$ cat src/rtl/hpc_pkg.sv
package hpc_pkg;

  typedef enum logic [1:0] {
    ST_KEEP = 2'd0,
    ST_PWR  = 2'd1,
    ST_EN   = 2'd2,
    ST_DIS  = 2'd3
  } slot_st_e;

  localparam logic [1:0] IND_KEEP   = 2'd0;
  localparam logic [1:0] IND_ON     = 2'd1;
  localparam logic [1:0] IND_OFF    = 2'd3;
  localparam logic [1:0] PRES_CARD  = 2'd0;
  localparam logic [1:0] PRES_EMPTY = 2'd3;

  localparam int EV_PRES  = 0;
  localparam int EV_BTN   = 1;
  localparam int EV_LATCH = 2;
  localparam int EV_W     = 3;

  typedef struct packed {
    logic       spd66;
    logic [1:0] pres;
    logic       latch_open;
    logic [1:0] attn;
    logic [1:0] pwr;
    slot_st_e   st;
  } slot_word_t;

  localparam int WORD_W = $bits(slot_word_t);

  typedef enum logic [2:0] {
    OP_SLOT,
    OP_SPEED,
    OP_GRP_PWR,
    OP_GRP_EN,
    OP_BAD
  } op_e;

endpackage

$ cat src/rtl/hpc_cmd_decode.sv
module hpc_cmd_decode
  import hpc_pkg::*;
(
  input  logic [7:0] code,
  output op_e        op,
  output logic [1:0] req_st,
  output logic [1:0] req_pwr,
  output logic [1:0] req_attn,
  output logic [2:0] speed
);

  always_comb begin
    req_st   = code[1:0];
    req_pwr  = code[3:2];
    req_attn = code[5:4];
    speed    = code[2:0];
    if (code[7:6] == 2'b00)       op = OP_SLOT;
    else if (code[7:3] == 5'b01000) op = OP_SPEED;
    else if (code == 8'h48)       op = OP_GRP_PWR;
    else if (code == 8'h49)       op = OP_GRP_EN;
    else                          op = OP_BAD;
  end

endmodule

$ cat src/rtl/hpc_group_seq.sv
module hpc_group_seq #(
  parameter int NUM_SLOTS = 4,
  parameter int IDX_W     = 2
) (
  input  logic             clk,
  input  logic             rst,
  input  logic             start,
  output logic             busy,
  output logic [IDX_W-1:0] idx,
  output logic             last
);

  assign last = busy && (idx == IDX_W'(NUM_SLOTS - 1));

  always_ff @(posedge clk) begin
    if (rst) begin
      busy <= 1'b0;
      idx  <= '0;
    end else if (start && !busy) begin
      busy <= 1'b1;
      idx  <= '0;
    end else if (busy) begin
      if (last) busy <= 1'b0;
      else      idx  <= idx + 1'b1;
    end
  end

  AST_WALK_STEP: assert property (@(posedge clk) disable iff (rst)
    (busy && !last) |=> (busy && idx == IDX_W'($past(idx) + 1'b1)));
  AST_WALK_END: assert property (@(posedge clk) disable iff (rst)
    last |=> !busy);

endmodule

$ cat src/rtl/hpc_slot.sv
module hpc_slot
  import hpc_pkg::*;
(
  input  logic             clk,
  input  logic             rst,
  input  logic             card_at_reset,
  input  logic             cmd_en,
  input  logic [1:0]       req_st,
  input  logic [1:0]       req_pwr,
  input  logic [1:0]       req_attn,
  input  logic             card_insert,
  input  logic             card_remove,
  input  logic             evt_clear,
  output slot_word_t       word,
  output logic [EV_W-1:0]  events
);

  slot_word_t      nxt;
  logic [EV_W-1:0] ev_n;

  always_comb begin
    nxt  = word;
    ev_n = events & {EV_W{~evt_clear}};
    if (cmd_en) begin
      if (req_pwr  != IND_KEEP) nxt.pwr  = req_pwr;
      if (req_attn != IND_KEEP) nxt.attn = req_attn;
      if (word.st == ST_DIS && (req_st == ST_PWR || req_st == ST_EN)) begin
        nxt.st = slot_st_e'(req_st);
      end else if ((word.st == ST_EN || word.st == ST_PWR) && req_st == ST_DIS) begin
        nxt.st = ST_DIS;
        if (nxt.pwr == IND_OFF) begin
          nxt.latch_open = 1'b1;
          nxt.pres       = PRES_EMPTY;
          ev_n           = '1;
        end
      end
    end
    if (card_insert) begin
      if (nxt.latch_open) begin
        nxt.latch_open = 1'b0;
        nxt.pres       = PRES_CARD;
        ev_n           = '1;
      end else begin
        ev_n[EV_BTN] = 1'b1;
      end
    end
    if (card_remove) begin
      ev_n[EV_BTN] = 1'b1;
      if (nxt.st == ST_DIS && nxt.pwr == IND_OFF) begin
        nxt.latch_open = 1'b1;
        nxt.pres       = PRES_EMPTY;
        ev_n[EV_LATCH] = 1'b1;
        ev_n[EV_PRES]  = 1'b1;
      end
    end
  end

  always_ff @(posedge clk) begin
    if (rst) begin
      events <= '0;
      if (card_at_reset)
        word <= '{spd66: 1'b0, pres: PRES_CARD, latch_open: 1'b0,
                  attn: IND_KEEP, pwr: IND_ON, st: ST_EN};
      else
        word <= '{spd66: 1'b0, pres: PRES_EMPTY, latch_open: 1'b1,
                  attn: IND_KEEP, pwr: IND_OFF, st: ST_DIS};
    end else begin
      word   <= nxt;
      events <= ev_n;
    end
  end

  AST_FREE_EMPTY: assert property (@(posedge clk) disable iff (rst)
    $rose(word.latch_open) |-> (word.pres == PRES_EMPTY));
  AST_EN_NOT_PWR: assert property (@(posedge clk) disable iff (rst)
    (word.st == ST_EN) |=> (word.st != ST_PWR));

endmodule

$ cat src/rtl/hpc_cmd_proc.sv
module hpc_cmd_proc
  import hpc_pkg::*;
#(
  parameter int NUM_SLOTS = 4
) (
  input  logic                          clk,
  input  logic                          rst,
  input  logic [NUM_SLOTS-1:0]          card_present,
  input  logic                          cmd_wr,
  input  logic [7:0]                    cmd_code,
  input  logic [7:0]                    cmd_target,
  input  logic [NUM_SLOTS-1:0]          card_insert,
  input  logic [NUM_SLOTS-1:0]          card_remove,
  input  logic [NUM_SLOTS-1:0]          evt_clear,
  output logic [NUM_SLOTS*WORD_W-1:0]   slot_status,
  output logic [NUM_SLOTS*EV_W-1:0]     slot_events,
  output logic [2:0]                    bus_speed,
  output logic [3:0]                    cmd_status,
  output logic                          cmd_done
);

  localparam int IDX_W = (NUM_SLOTS > 1) ? $clog2(NUM_SLOTS) : 1;

  op_e        op;
  logic [1:0] req_st, req_pwr, req_attn;
  logic [2:0] speed;

  hpc_cmd_decode u_dec (
    .code     (cmd_code),
    .op       (op),
    .req_st   (req_st),
    .req_pwr  (req_pwr),
    .req_attn (req_attn),
    .speed    (speed)
  );

  slot_word_t words [NUM_SLOTS];
  logic       busy, last, grp_go, grp_en_q;
  logic [IDX_W-1:0] walk_idx;

  wire        accept   = cmd_wr && !busy;
  wire  [7:0] tgt      = cmd_target & 8'h1F;
  wire  [7:0] slot_sel = tgt - 8'd1;
  wire        tgt_ok   = (tgt != 8'd0) && (int'(tgt) <= NUM_SLOTS);

  slot_st_e tgt_st;
  logic     any_en;
  always_comb begin
    tgt_st = ST_KEEP;
    any_en = 1'b0;
    for (int i = 0; i < NUM_SLOTS; i++) begin
      if (slot_sel == 8'(i)) tgt_st = words[i].st;
      if (words[i].st == ST_EN) any_en = 1'b1;
    end
  end

  wire slot_ok = tgt_ok && !(tgt_st == ST_EN && req_st == ST_PWR);
  wire slot_go = accept && op == OP_SLOT && slot_ok;
  assign grp_go = accept && (op == OP_GRP_PWR || op == OP_GRP_EN) && !any_en;

  hpc_group_seq #(.NUM_SLOTS(NUM_SLOTS), .IDX_W(IDX_W)) u_seq (
    .clk   (clk),
    .rst   (rst),
    .start (grp_go),
    .busy  (busy),
    .idx   (walk_idx),
    .last  (last)
  );

  for (genvar i = 0; i < NUM_SLOTS; i++) begin : g_slot
    logic       walk_hit, en;
    logic [1:0] s_st, s_pwr, s_attn;
    logic [EV_W-1:0] ev;
    always_comb begin
      walk_hit = busy && (walk_idx == IDX_W'(i));
      en       = walk_hit || (slot_go && slot_sel == 8'(i));
      if (walk_hit) begin
        s_st   = words[i].latch_open ? ST_KEEP : (grp_en_q ? ST_EN : ST_PWR);
        s_pwr  = words[i].latch_open ? IND_OFF : IND_ON;
        s_attn = IND_KEEP;
      end else begin
        s_st   = req_st;
        s_pwr  = req_pwr;
        s_attn = req_attn;
      end
    end

    hpc_slot u_slot (
      .clk           (clk),
      .rst           (rst),
      .card_at_reset (card_present[i]),
      .cmd_en        (en),
      .req_st        (s_st),
      .req_pwr       (s_pwr),
      .req_attn      (s_attn),
      .card_insert   (card_insert[i]),
      .card_remove   (card_remove[i]),
      .evt_clear     (evt_clear[i]),
      .word          (words[i]),
      .events        (ev)
    );

    assign slot_status[i*WORD_W +: WORD_W] = words[i];
    assign slot_events[i*EV_W +: EV_W]     = ev;
  end

  logic       bad_cmd_q, bad_mode_q;
  logic [2:0] bus_speed_q;

  always_ff @(posedge clk) begin
    if (rst) begin
      bad_cmd_q   <= 1'b0;
      bad_mode_q  <= 1'b0;
      bus_speed_q <= 3'd0;
      cmd_done    <= 1'b0;
      grp_en_q    <= 1'b0;
    end else begin
      cmd_done <= last;
      if (accept) begin
        bad_cmd_q  <= 1'b0;
        bad_mode_q <= 1'b0;
        case (op)
          OP_SLOT: begin
            if (!slot_ok) bad_cmd_q <= 1'b1;
            cmd_done <= 1'b1;
          end
          OP_SPEED: begin
            if (speed == 3'd0) bus_speed_q <= speed;
            else               bad_mode_q  <= 1'b1;
            cmd_done <= 1'b1;
          end
          OP_GRP_PWR, OP_GRP_EN: begin
            grp_en_q <= (op == OP_GRP_EN);
            if (any_en) begin
              bad_cmd_q <= 1'b1;
              cmd_done  <= 1'b1;
            end
          end
          default: begin
            bad_cmd_q <= 1'b1;
            cmd_done  <= 1'b1;
          end
        endcase
      end
    end
  end

  assign bus_speed  = bus_speed_q;
  assign cmd_status = {bad_mode_q, bad_cmd_q, 1'b0, busy};

  AST_BUSY_IGNORES: assert property (@(posedge clk) disable iff (rst)
    (busy && cmd_wr) |=> ($stable(bus_speed_q) && $stable(bad_cmd_q) && $stable(bad_mode_q)));
  AST_INVALID_ENDS: assert property (@(posedge clk) disable iff (rst)
    $rose(bad_cmd_q) |-> cmd_done);

endmodule

$ cat config.mk
export PLATFORM = sky130hd
export DESIGN_NAME = hpc_cmd_proc
export DESIGN_NICKNAME = d
export VERILOG_FILES = /design/src/rtl/hpc_pkg.sv /design/src/rtl/hpc_cmd_decode.sv /design/src/rtl/hpc_group_seq.sv /design/src/rtl/hpc_slot.sv /design/src/rtl/hpc_cmd_proc.sv
export SDC_FILE = /design/constraint.sdc
export NUM_CORES = 1
export LEC_CHECK = 0
export BUFFER_PORTS_ARGS = -buffer_cell sky130_fd_sc_hd__buf_2
export CAP_MARGIN = 20
export CORE_MARGIN = 3
export CORE_UTILIZATION = 31
export DETAILED_ROUTE_END_ITERATION = 10
export GPL_TIMING_DRIVEN = 0
export MAX_ROUTING_LAYER = met4
export PLACE_DENSITY = 0.57
export SYNTH_ARGS = -nofsm -noshare
export SYNTH_HDL_FRONTEND = slang
export SYNTH_SLANG_ARGS = --single-unit
$ cat constraint.sdc
create_clock -name clk -period 2.45 [get_ports clk]
set_input_delay 0.245 -clock clk [delete_from_list [all_inputs] [get_ports clk]]
set_output_delay 0.245 -clock clk [all_outputs]
set_load 0.01 [all_outputs]
==> run metrics, run 1 <==
maximum achievable frequency approximately 0.40 GHz; depth of the worst register-to-register path 7; total power per unit cell area between 500 and 600 nW/um2; type of element launching the critical path flop; setup slack of the worst register-to-register path -0.06 ns; TritonCTS sink count 58; most frequent standard cell in the layout excluding fill and tap cells sky130_fd_sc_hd__buf_2; number of setup violations in the final report 5; crit path capture g_slot[0].u_slot.word[6]; register bit count reported by yosys 58; status finished with violations; type of element capturing the critical path flop; number of violations of the max-capacitance limit 0; Crit Path Class flop to flop; Post-synth EDFFs 8; input/output buffers 83; total cell area at the placement stage a little under 4000 um2; max-slew violation count 0; sequential area share after synthesis 37.43%; final std cell area, no fill 4601 um2; routed vias around 3600; Rel. slew slack between 50% and 60%; area inside the core boundary about 10000 um2; largest area contributor in the synthesized netlist sky130_fd_sc_hd__dfxtp_1; data required time of the critical path around 2.7 ns; average wire length per cell after detail routing 17.75 um; commonest non-fill, non-tap cells in the layout sky130_fd_sc_hd__buf_2, sky130_fd_sc_hd__dfxtp_1, sky130_fd_sc_hd__nor2_1; Cells after Synth about 400; cell at the root of the clock tree sky130_fd_sc_hd__clkbuf_8; pin count of the biggest net entering global routing 11; CTS H-tree depth 3; width of the die roughly 110 um; global-route wire length before repair approximately 18000 um; startpoint of the worst register-to-register path u_seq.busy; routability-driven placement congestion ratio just over 0.9; average vias per placed instance 5.473; final hold viol count 0; register clock-pin slew on the reported worst setup and hold paths 0.07 ns; antenna diode instance count 0; global route overflow 0; setup repair after global routing missed its margin yes; Tightest Hold Check Type input port to flop; number of standard cells in the final layout excluding fillers between 600 and 700; share of flip-flops with an asynchronous set or reset after synthesis 0%; portion of synthesized cell area occupied by the leading cell type 30.19%; count of cell types in the netlist 61; Main synth FF type sky130_fd_sc_hd__dfxtp_1; Worst Clk Skew 0.008415 ns; die height between 100 and 150 um; clock period minus final worst setup slack 2.510 ns; count of hold buffers inserted by post-cts repair 0; worst setup path start u_seq.busy; Skew-Pair Late Insertion Delay about 0.36 ns; initial cell density of the core between 30% and 40%; detailed router's first-iteration violation count slightly above 200; Reg2Reg Capture Point g_slot[0].u_slot.word[6]; mean cell area of the mapped netlist 8.269 um2; number of antenna-violating nets in the routed design 0; detailed placer's ending HPWL about 8200 um; Worst EP arrival 2.77 ns; total negative setup slack -0.2163 ns; Total Wirelength ~12000 um; final clock period utilization by the worst path 102.4%; Crit Path Max Fanout 5; std cell rows 37; leakage power of the design roughly 1.9 nW; overall die area ~12000 um2; top area cells in the synthesized netlist sky130_fd_sc_hd__dfxtp_1, sky130_fd_sc_hd__edfxtp_1, sky130_fd_sc_hd__ha_1, sky130_fd_sc_hd__o21ai_0, sky130_fd_sc_hd__nand2_1; Peak VDD IR 0.0002211 V; initial antenna violation count 0; clock tree from TritonCTS done; global-route usage over all layers roughly 20%; DRT Pass-1 Iters 6; instance count after placement with tap cells included 624; # DRC 0; vias in the first global route between 3000 and 4000; area added between synthesis and finish 38.75%; total CTS buffers 9; Ys Warns 0; violated checks negative setup slack; post-layout worst setup margin -0.05961 ns; clock buffer depth 2; # IOs 95; NumNets Final between 500 and 600; worst-margin pin slew around 0.7 ns; Cell Area, Synth ~3300 um2; ratio of cells with drive above 1 in the final layout 36.70%
worst max-delay path, stage by stage, from the launching register on:
cell and delay, ns:
sky130_fd_sc_hd__dfxtp_4 0.37, sky130_fd_sc_hd__or4b_4 0.54, sky130_fd_sc_hd__or3_4 0.39, sky130_fd_sc_hd__a21o_1 0.18, sky130_fd_sc_hd__o21ai_2 0.12, sky130_fd_sc_hd__o311ai_2 0.13, sky130_fd_sc_hd__or4_4 0.59, sky130_fd_sc_hd__o311ai_2 0.09
synth_stat cells (4+ instances only):
master / number
sky130_fd_sc_hd__a2111oi_0: 4
sky130_fd_sc_hd__a21oi_1: 20
sky130_fd_sc_hd__a221oi_1: 9
sky130_fd_sc_hd__a31oi_1: 7
sky130_fd_sc_hd__a41o_1: 4
sky130_fd_sc_hd__and2_1: 6
sky130_fd_sc_hd__buf_4: 8
sky130_fd_sc_hd__clkbuf_1: 12
sky130_fd_sc_hd__dfxtp_1: 50
sky130_fd_sc_hd__edfxtp_1: 8
sky130_fd_sc_hd__ha_1: 16
sky130_fd_sc_hd__inv_1: 16
sky130_fd_sc_hd__nand2_1: 38
sky130_fd_sc_hd__nand2b_1: 17
sky130_fd_sc_hd__nand3_1: 16
sky130_fd_sc_hd__nand4_1: 7
sky130_fd_sc_hd__nor2_1: 36
sky130_fd_sc_hd__nor2b_1: 5
sky130_fd_sc_hd__nor3_1: 4
sky130_fd_sc_hd__nor4_1: 4
sky130_fd_sc_hd__nor4b_1: 4
sky130_fd_sc_hd__o211ai_1: 4
sky130_fd_sc_hd__o21ai_0: 37
sky130_fd_sc_hd__o22ai_1: 5
sky130_fd_sc_hd__o31ai_1: 7
sky130_fd_sc_hd__or3_1: 4
logic make-up after synthesis:
family | share of synthesized area [%]
flip-flops | 37.43
buffers and inverters | 5.509
other | 0.1131
AND/OR/NAND/NOR | 24.38
multiplexers | 0.3019
XOR/XNOR | 0.2642
adder cells (fa/ha/maj) | 6.038
AO/OA/AOI/OAI | 25.96
layout make-up:
type,instances,area [um2]
Timing Repair Buffer,96,513.0
Clock inverter,3,40.04
Buffer,22,161.4
Fill cell,1051,5769
Tap cell,136,170.2
Clock buffer,12,155.1
Sequential cell,58,1251
Inverter,17,66.31
Multi-Input combinational cell,307,2243
how the worst min path moves through the flow:
| stage | start | end | slack (ns) | cells after the start |
|---|---|---|---|---|
| global route | card_remove[3] | g_slot[3].u_slot.events[1] | 0.15 | 3 |
| finish | card_remove[2] | g_slot[2].u_slot.events[1] | 0.14 | 3 |
| detailed placement | bus_speed[1] | bus_speed[1] | 0.44 | 1 |
| CTS | card_remove[2] | g_slot[2].u_slot.events[1] | 0.13 | 3 |
| floorplan | card_insert[0] | g_slot[0].u_slot.events[1] | 0.38 | 2 |
| global placement | bus_speed[1] | bus_speed[1] | 0.44 | 1 |
where the power goes:
part | internal [mW] | switching, mW
Sequential | 1.02 | 0.0467
Combinational | 0.184 | 0.261
Clock | 0.516 | 0.400
stage by stage:
| stage | setup WS [ns] | power [mW] | hold WS, ns | utilization (%) |
|---|---|---|---|---|
| 6_report | -0.05961 | 2.428 | 0.1367 | 44.37 |
| 5_1_grt | -0.1412 | 2.556 | 0.1489 | 44.37 |
| 4_1_cts | -0.02533 | 2.415 | 0.1312 | 42.34 |
| 3_5_place_dp | -0.5426 | 1.473 | 0.4446 | 37.84 |
| 3_3_place_gp | -0.4454 | 1.468 | 0.4380 | 37.84 |
| 2_1_floorplan | 0.03136 | 1.309 | 0.3769 | - |
per-layer routing:
metal	up-vias	share of wire, %	track usage, %
met4	0	2.6	7.302
li1	1705	-	-
met1	1684	44	25.59
met2	152	46	30.99
met3	22	6.5	3.464
met5	-	0	-
sequential cells by signal, indices dropped and copies added (netlist names):
signal	flops
u_seq.idx	2
bus_speed	3
g_slot.u_slot.events	12
bad_mode_q	1
cmd_done	1
grp_en_q	1
u_seq.busy	1
g_slot.u_slot.word	36
bad_cmd_q	1
timing repair:
item	4_1_cts	5_1_grt
gates resized for setup	56	44
pin swaps	14	17
setup endpoints to repair	28	24
buffers inserted	8	5
Power figures use the tool's default switching activity.
==> run 2: changes to the inputs <==
--- a/config.mk
+++ b/config.mk
@@ -13,6 +13,7 @@
 export GPL_TIMING_DRIVEN = 0
 export MAX_ROUTING_LAYER = met4
 export PLACE_DENSITY = 0.57
+export REMOVE_ABC_BUFFERS = 1
 export SYNTH_ARGS = -nofsm -noshare
 export SYNTH_HDL_FRONTEND = slang
 export SYNTH_SLANG_ARGS = --single-unit
==> run metrics, run 2 (synthesis gave the netlist of run 1 again) <==
number of setup violations in the final report 5; clock period minus final worst setup slack around 2.5 ns; worst-margin pin slew between 0.7 and 0.8 ns; detailed placer's ending HPWL ~7300 um; Worst Clk Skew between 0.003 and 0.004 ns; register clock-pin slew on the reported worst setup and hold paths around 0.06 ns; average vias per placed instance ~5.5; max-slew violation count 0; global-route wire length before repair roughly 16000 um; total CTS buffers 9; routability-driven placement congestion ratio about 0.91; maximum achievable frequency ~0.4 GHz; area inside the core boundary ~10000 um2; Slowest-stage cell, CP sky130_fd_sc_hd__or4b_4; final hold slack between 0.1 and 0.15 ns; area added between synthesis and finish 35.77%; final hold viol count 0; status finished with violations; # IOs 95; post-layout worst setup margin -0.07833 ns; final std cell area, no fill 4502 um2; Crit Path Class flop to flop; leakage power of the design between 1.5 and 2 nW; detailed router's first-iteration violation count 182; routed vias 3500; Power Total approximately 2.3 mW; type of element capturing the critical path flop; cell at the root of the clock tree sky130_fd_sc_hd__clkbuf_8; DRT Pass-1 Iters 5; Crit Path Max Fanout 5; Top reg by flops g_slot.u_slot.word; final clock period utilization by the worst path 103.2%; global-route usage over all layers between 10% and 20%; type of element launching the critical path flop; total power per unit cell area between 500 and 600 nW/um2; total cell area at the placement stage roughly 3800 um2; ratio of cells with drive above 1 in the final layout between 30% and 40%; # DRC 0; initial cell density of the core between 30% and 40%; std cell rows 37; die height around 110 um; antenna diode instance count 0; Skew-Pair Late Insertion Delay 0.35 ns; number of violations of the max-capacitance limit 0; number of antenna-violating nets in the routed design 0; Worst EP arrival ~2.8 ns; setup repair after global routing missed its margin yes; CTS H-tree depth 3; violated checks negative setup slack; clock tree from TritonCTS done; data required time of the critical path approximately 2.7 ns; pin count of the biggest net entering global routing 38; count of hold buffers inserted by post-cts repair 0; commonest non-fill, non-tap cells in the layout sky130_fd_sc_hd__buf_2, sky130_fd_sc_hd__dfxtp_1, sky130_fd_sc_hd__nor2_1; clock buffer depth 2; flip-flop count of the largest register, all copies and words added 36; NumNets Final ~550; Rel. slew slack 51.31%; global route overflow 0; worst path cell trace or4b_4 > or3_4 > a21o_1 > o21ai_2 > o311ai_4 > or4_4 > o311ai_2; input/output buffers 86; peak per-stage delay on the critical path 0.56 ns; most frequent standard cell in the layout excluding fill and tap cells sky130_fd_sc_hd__buf_2; Tightest Hold Check Type input port to flop; width of the die between 100 and 150 um; overall die area between 10000 and 15000 um2; initial antenna violation count 0; Peak VDD IR roughly 0.00030 V; average wire length per cell after detail routing ~17 um; Total Wirelength between 10000 and 15000 um; vias in the first global route ~3400; TritonCTS sink count 58
-- run 2: power by group --
part / switching (mW) / internal (mW) / total, mW / leakage [nW]
logic: 0.247 / 0.172 / 0.419 / 1.27
clock network: 0.378 / 0.385 / 0.763 / 0.0822
registers: 0.0524 / 1.02 / 1.07 / 0.499
-- run 2: metrics by stage --
| step | util [%] | setup slack (ns) | TNS (ns) | cells |
|---|---|---|---|---|
| final | 43.41 | -0.07833 | -0.3337 | 635 |
| after global routing | 43.41 | -0.1854 | -1.247 | 635 |
| after CTS | 40.47 | -0.03793 | -0.1115 | 626 |
| after detailed placement | 36.76 | -0.5483 | -10.56 | 604 |
| after global placement | 36.76 | -0.4870 | -9.511 | 604 |
| after floorplan | - | -0.08932 | -0.3245 | 382 |
-- run 2: layout make-up --
type	count	area, um2
clock buffers	12	145.1
well taps	136	170.2
clock inverters	3	17.52
inverters	17	66.31
repair buffers	102	566.8
multi-input cells	307	2285
flip-flops and latches	58	1251
fillers	1080	5868
-- run 2: path summary, 6_finish.rpt --
| check | startpoint | end | slack (ns) | depth (start not counted) |
|---|---|---|---|---|
| hold reg to reg | bus_speed[1] | bus_speed[1] | 0.45 | 1 |
| setup reg to reg | u_seq.busy | g_slot[0].u_slot.word[6] | -0.08 | 7 |
| setup / recovery | u_seq.busy | g_slot[0].u_slot.word[6] | -0.08 | 7 |
| hold / removal | card_remove[3] | g_slot[3].u_slot.events[1] | 0.14 | 3 |
-- run 2: layer usage --
metal  wire [um]  vias up  global-route usage (%)
met4         359        0                   10.06
li1            -     1678                       -
met5           0        -                       -
met1        4557     1656                   21.74
met3         649       35                   3.876
met2        5109      131                   27.55
-- run 2: repair_timing --
item	CTS	global route
setup buffers	7	9
gates resized for setup	42	46
pin swaps	10	12
endpoints found under the hold margin	0	0
endpoints found under the setup margin	32	23
-- run 2: worst max-delay path, delay by kind of cell (launching register included) --
kind             cells  cell delay [ns]
flip-flops           1             0.36
AND/OR/NAND/NOR      3             1.51
AO/OA/AOI/OAI        4             0.56
==> run 3: changes to the inputs <==
--- a/config.mk
+++ b/config.mk
@@ -10,9 +10,10 @@
 export CORE_MARGIN = 3
 export CORE_UTILIZATION = 31
 export DETAILED_ROUTE_END_ITERATION = 10
+export GPL_ROUTABILITY_DRIVEN = 1
 export GPL_TIMING_DRIVEN = 0
 export MAX_ROUTING_LAYER = met4
-export PLACE_DENSITY = 0.57
+export PLACE_DENSITY = 0.55
 export REMOVE_ABC_BUFFERS = 1
 export SYNTH_ARGS = -nofsm -noshare
 export SYNTH_HDL_FRONTEND = slang
==> constraint.sdc (replaced) <==
create_clock -name clk -period 2.6 [get_ports clk]
set_input_delay 0.26 -clock clk [delete_from_list [all_inputs] [get_ports clk]]
set_output_delay 0.26 -clock clk [all_outputs]
set_load 0.01 [all_outputs]
==> run metrics, run 3 (synthesis gave the netlist of run 1 again) <==
multi-input gate area in the final layout between 2000 and 2500 um2; Peak VDD IR between 0.0002 and 0.00025 V; DRT Pass-1 Iters 4; TritonCTS sink count between 50 and 60; number of setup violations in the final report 0; peak per-stage delay on the critical path a little over 0.6 ns; status finished clean; total power per unit cell area 521.9 nW/um2; initial cell density of the core about a third; clock period minus final worst setup slack between 2 and 3 ns; std cell rows 37; core occupancy in the finished layout about 43%; startpoint of the worst register-to-register path u_seq.busy; cell occurring most often along the worst timing path sky130_fd_sc_hd__o311ai_2; antenna diode instance count 0; Skew-Pair Late Insertion Delay 0.34 ns; worst-margin pin slew approximately 0.73 ns; count of hold buffers inserted by post-cts repair 0; average vias per placed instance 5.356; final hold viol count 0; detailed router's first-iteration violation count 113; routability-driven placement congestion ratio about 0.93; global-route usage over all layers 17.50%; data required time of the critical path 2.85 ns; initial antenna violation count 0; # DRC 0; setup repair after global routing missed its margin yes; Total Wirelength 10290 um; overall die area about 12000 um2; Crit Path Class flop to flop; CTS H-tree depth 3; routed vias roughly 3400; area added between synthesis and finish 33.47%; # IOs 95; global route overflow 0; register clock-pin slew on the reported worst setup and hold paths about 0.070 ns; detailed placer's ending HPWL 7377 um; final clock period utilization by the worst path a little over nine tenths; Crit Path Max Fanout 6; origin of the worst min-delay path card_remove[3]; commonest non-fill, non-tap cells in the layout sky130_fd_sc_hd__buf_2, sky130_fd_sc_hd__dfxtp_1, sky130_fd_sc_hd__nor2_1; type of element capturing the critical path flop; total CTS buffers 9; worst setup slack after placement -0.4596 ns; Worst Clk Skew about 0.0098 ns; input/output buffers 86; Tightest Hold Check Type input port to flop; Rel. slew slack approximately half; cell at the root of the clock tree sky130_fd_sc_hd__clkbuf_8; number of antenna-violating nets in the routed design 0; width of the die around 110 um; NumNets Final 547; total cell area at the placement stage between 3000 and 4000 um2; flip-flop count of the largest register, all copies and words added 36; worst path cell trace or4b_4 > or3_4 > a21o_1 > o21ai_2 > o311ai_2 > or4_4 > o311ai_2; Slowest-stage cell, CP sky130_fd_sc_hd__or4_4; global-route wire length before repair about 16000 um; post-layout worst setup margin between 0.04 and 0.05 ns; pin count of the biggest net entering global routing 38; final hold slack around 0.16 ns; total negative setup slack 0 ns; vias in the first global route 3098; fill cell total of the finished layout around 1100; clock tree from TritonCTS done; leakage power of the design ~1.9 nW; max-slew violation count 0; Power Total ~2.3 mW; Worst EP arrival 2.81 ns; storage element area ~1300 um2; ratio of cells with drive above 1 in the final layout about a third; number of standard cells in the final layout excluding fillers approximately 640; type of element launching the critical path flop; clock buffer depth 2; maximum achievable frequency a little under 0.4 GHz; worst setup path start u_seq.busy; area inside the core boundary approximately 10000 um2; final std cell area, no fill between 4000 and 5000 um2; average wire length per cell after detail routing 16.16 um; most frequent standard cell in the layout excluding fill and tap cells sky130_fd_sc_hd__buf_2; Top reg by flops g_slot.u_slot.word; instance count after placement with tap cells included roughly 600; number of violations of the max-capacitance limit 0; die height roughly 110 um
-- run 3: cell count changes in the layout (fill, tap and decap cells not counted), moves of 2 or more --
cell / change
sky130_fd_sc_hd__buf_4: +2
sky130_fd_sc_hd__nand2_2: -2
sky130_fd_sc_hd__o31ai_4: -2
sky130_fd_sc_hd__nor2b_1: +2
sky130_fd_sc_hd__bufinv_16: +2
sky130_fd_sc_hd__nand2_1: +4
sky130_fd_sc_hd__o31ai_2: +2
sky130_fd_sc_hd__ha_4: -2
sky130_fd_sc_hd__ha_1: +3
-- run 3: final cells by class --
cell class,instances,area share [%]
flip-flops and latches,58,28.27
multi-input cells,307,48.77
clock buffers,11,3.195
well taps,136,3.845
inverters,17,1.498
clock inverters,5,1.725
repair buffers,103,12.69
-- run 3: what timing repair did --
| item | in CTS | in global routing |
|---|---|---|
| endpoints found under the hold margin | 0 | 0 |
| setup endpoints to repair | 25 | 23 |
| pin swaps | 0 | 13 |
| gates resized for setup | 25 | 38 |
| buffers inserted | 2 | 15 |
-- run 3: per-layer routing --
metal	GRT usage [%]	vias up	wire, um
met5	-	-	0
met4	6.144	0	118
met3	2.995	14	522
met2	27.20	83	4899
met1	22.99	1631	4754
li1	-	1684	-
-- run 3: path summary, 6_finish.rpt --
kind / end / slack [ns] / cells past startpoint
worst min-delay path: g_slot[3].u_slot.events[1] / 0.16 / 3
worst max register to register: g_slot[0].u_slot.word[6] / 0.05 / 7
worst min register to register: bus_speed[0] / 0.45 / 1
worst max-delay path: g_slot[0].u_slot.word[6] / 0.05 / 7
-- run 3: critical path, delay by kind of cell (launching register included) --
| kind | cells | cell delay [ns] |
|---|---|---|
| simple gates | 3 | 1.53 |
| compound gates | 4 | 0.56 |
| flops | 1 | 0.37 |
-- run 3: power by group --
part           switching [mW]  internal, mW
combinational           0.219         0.152
sequential             0.0478         0.961
clock                   0.366         0.563
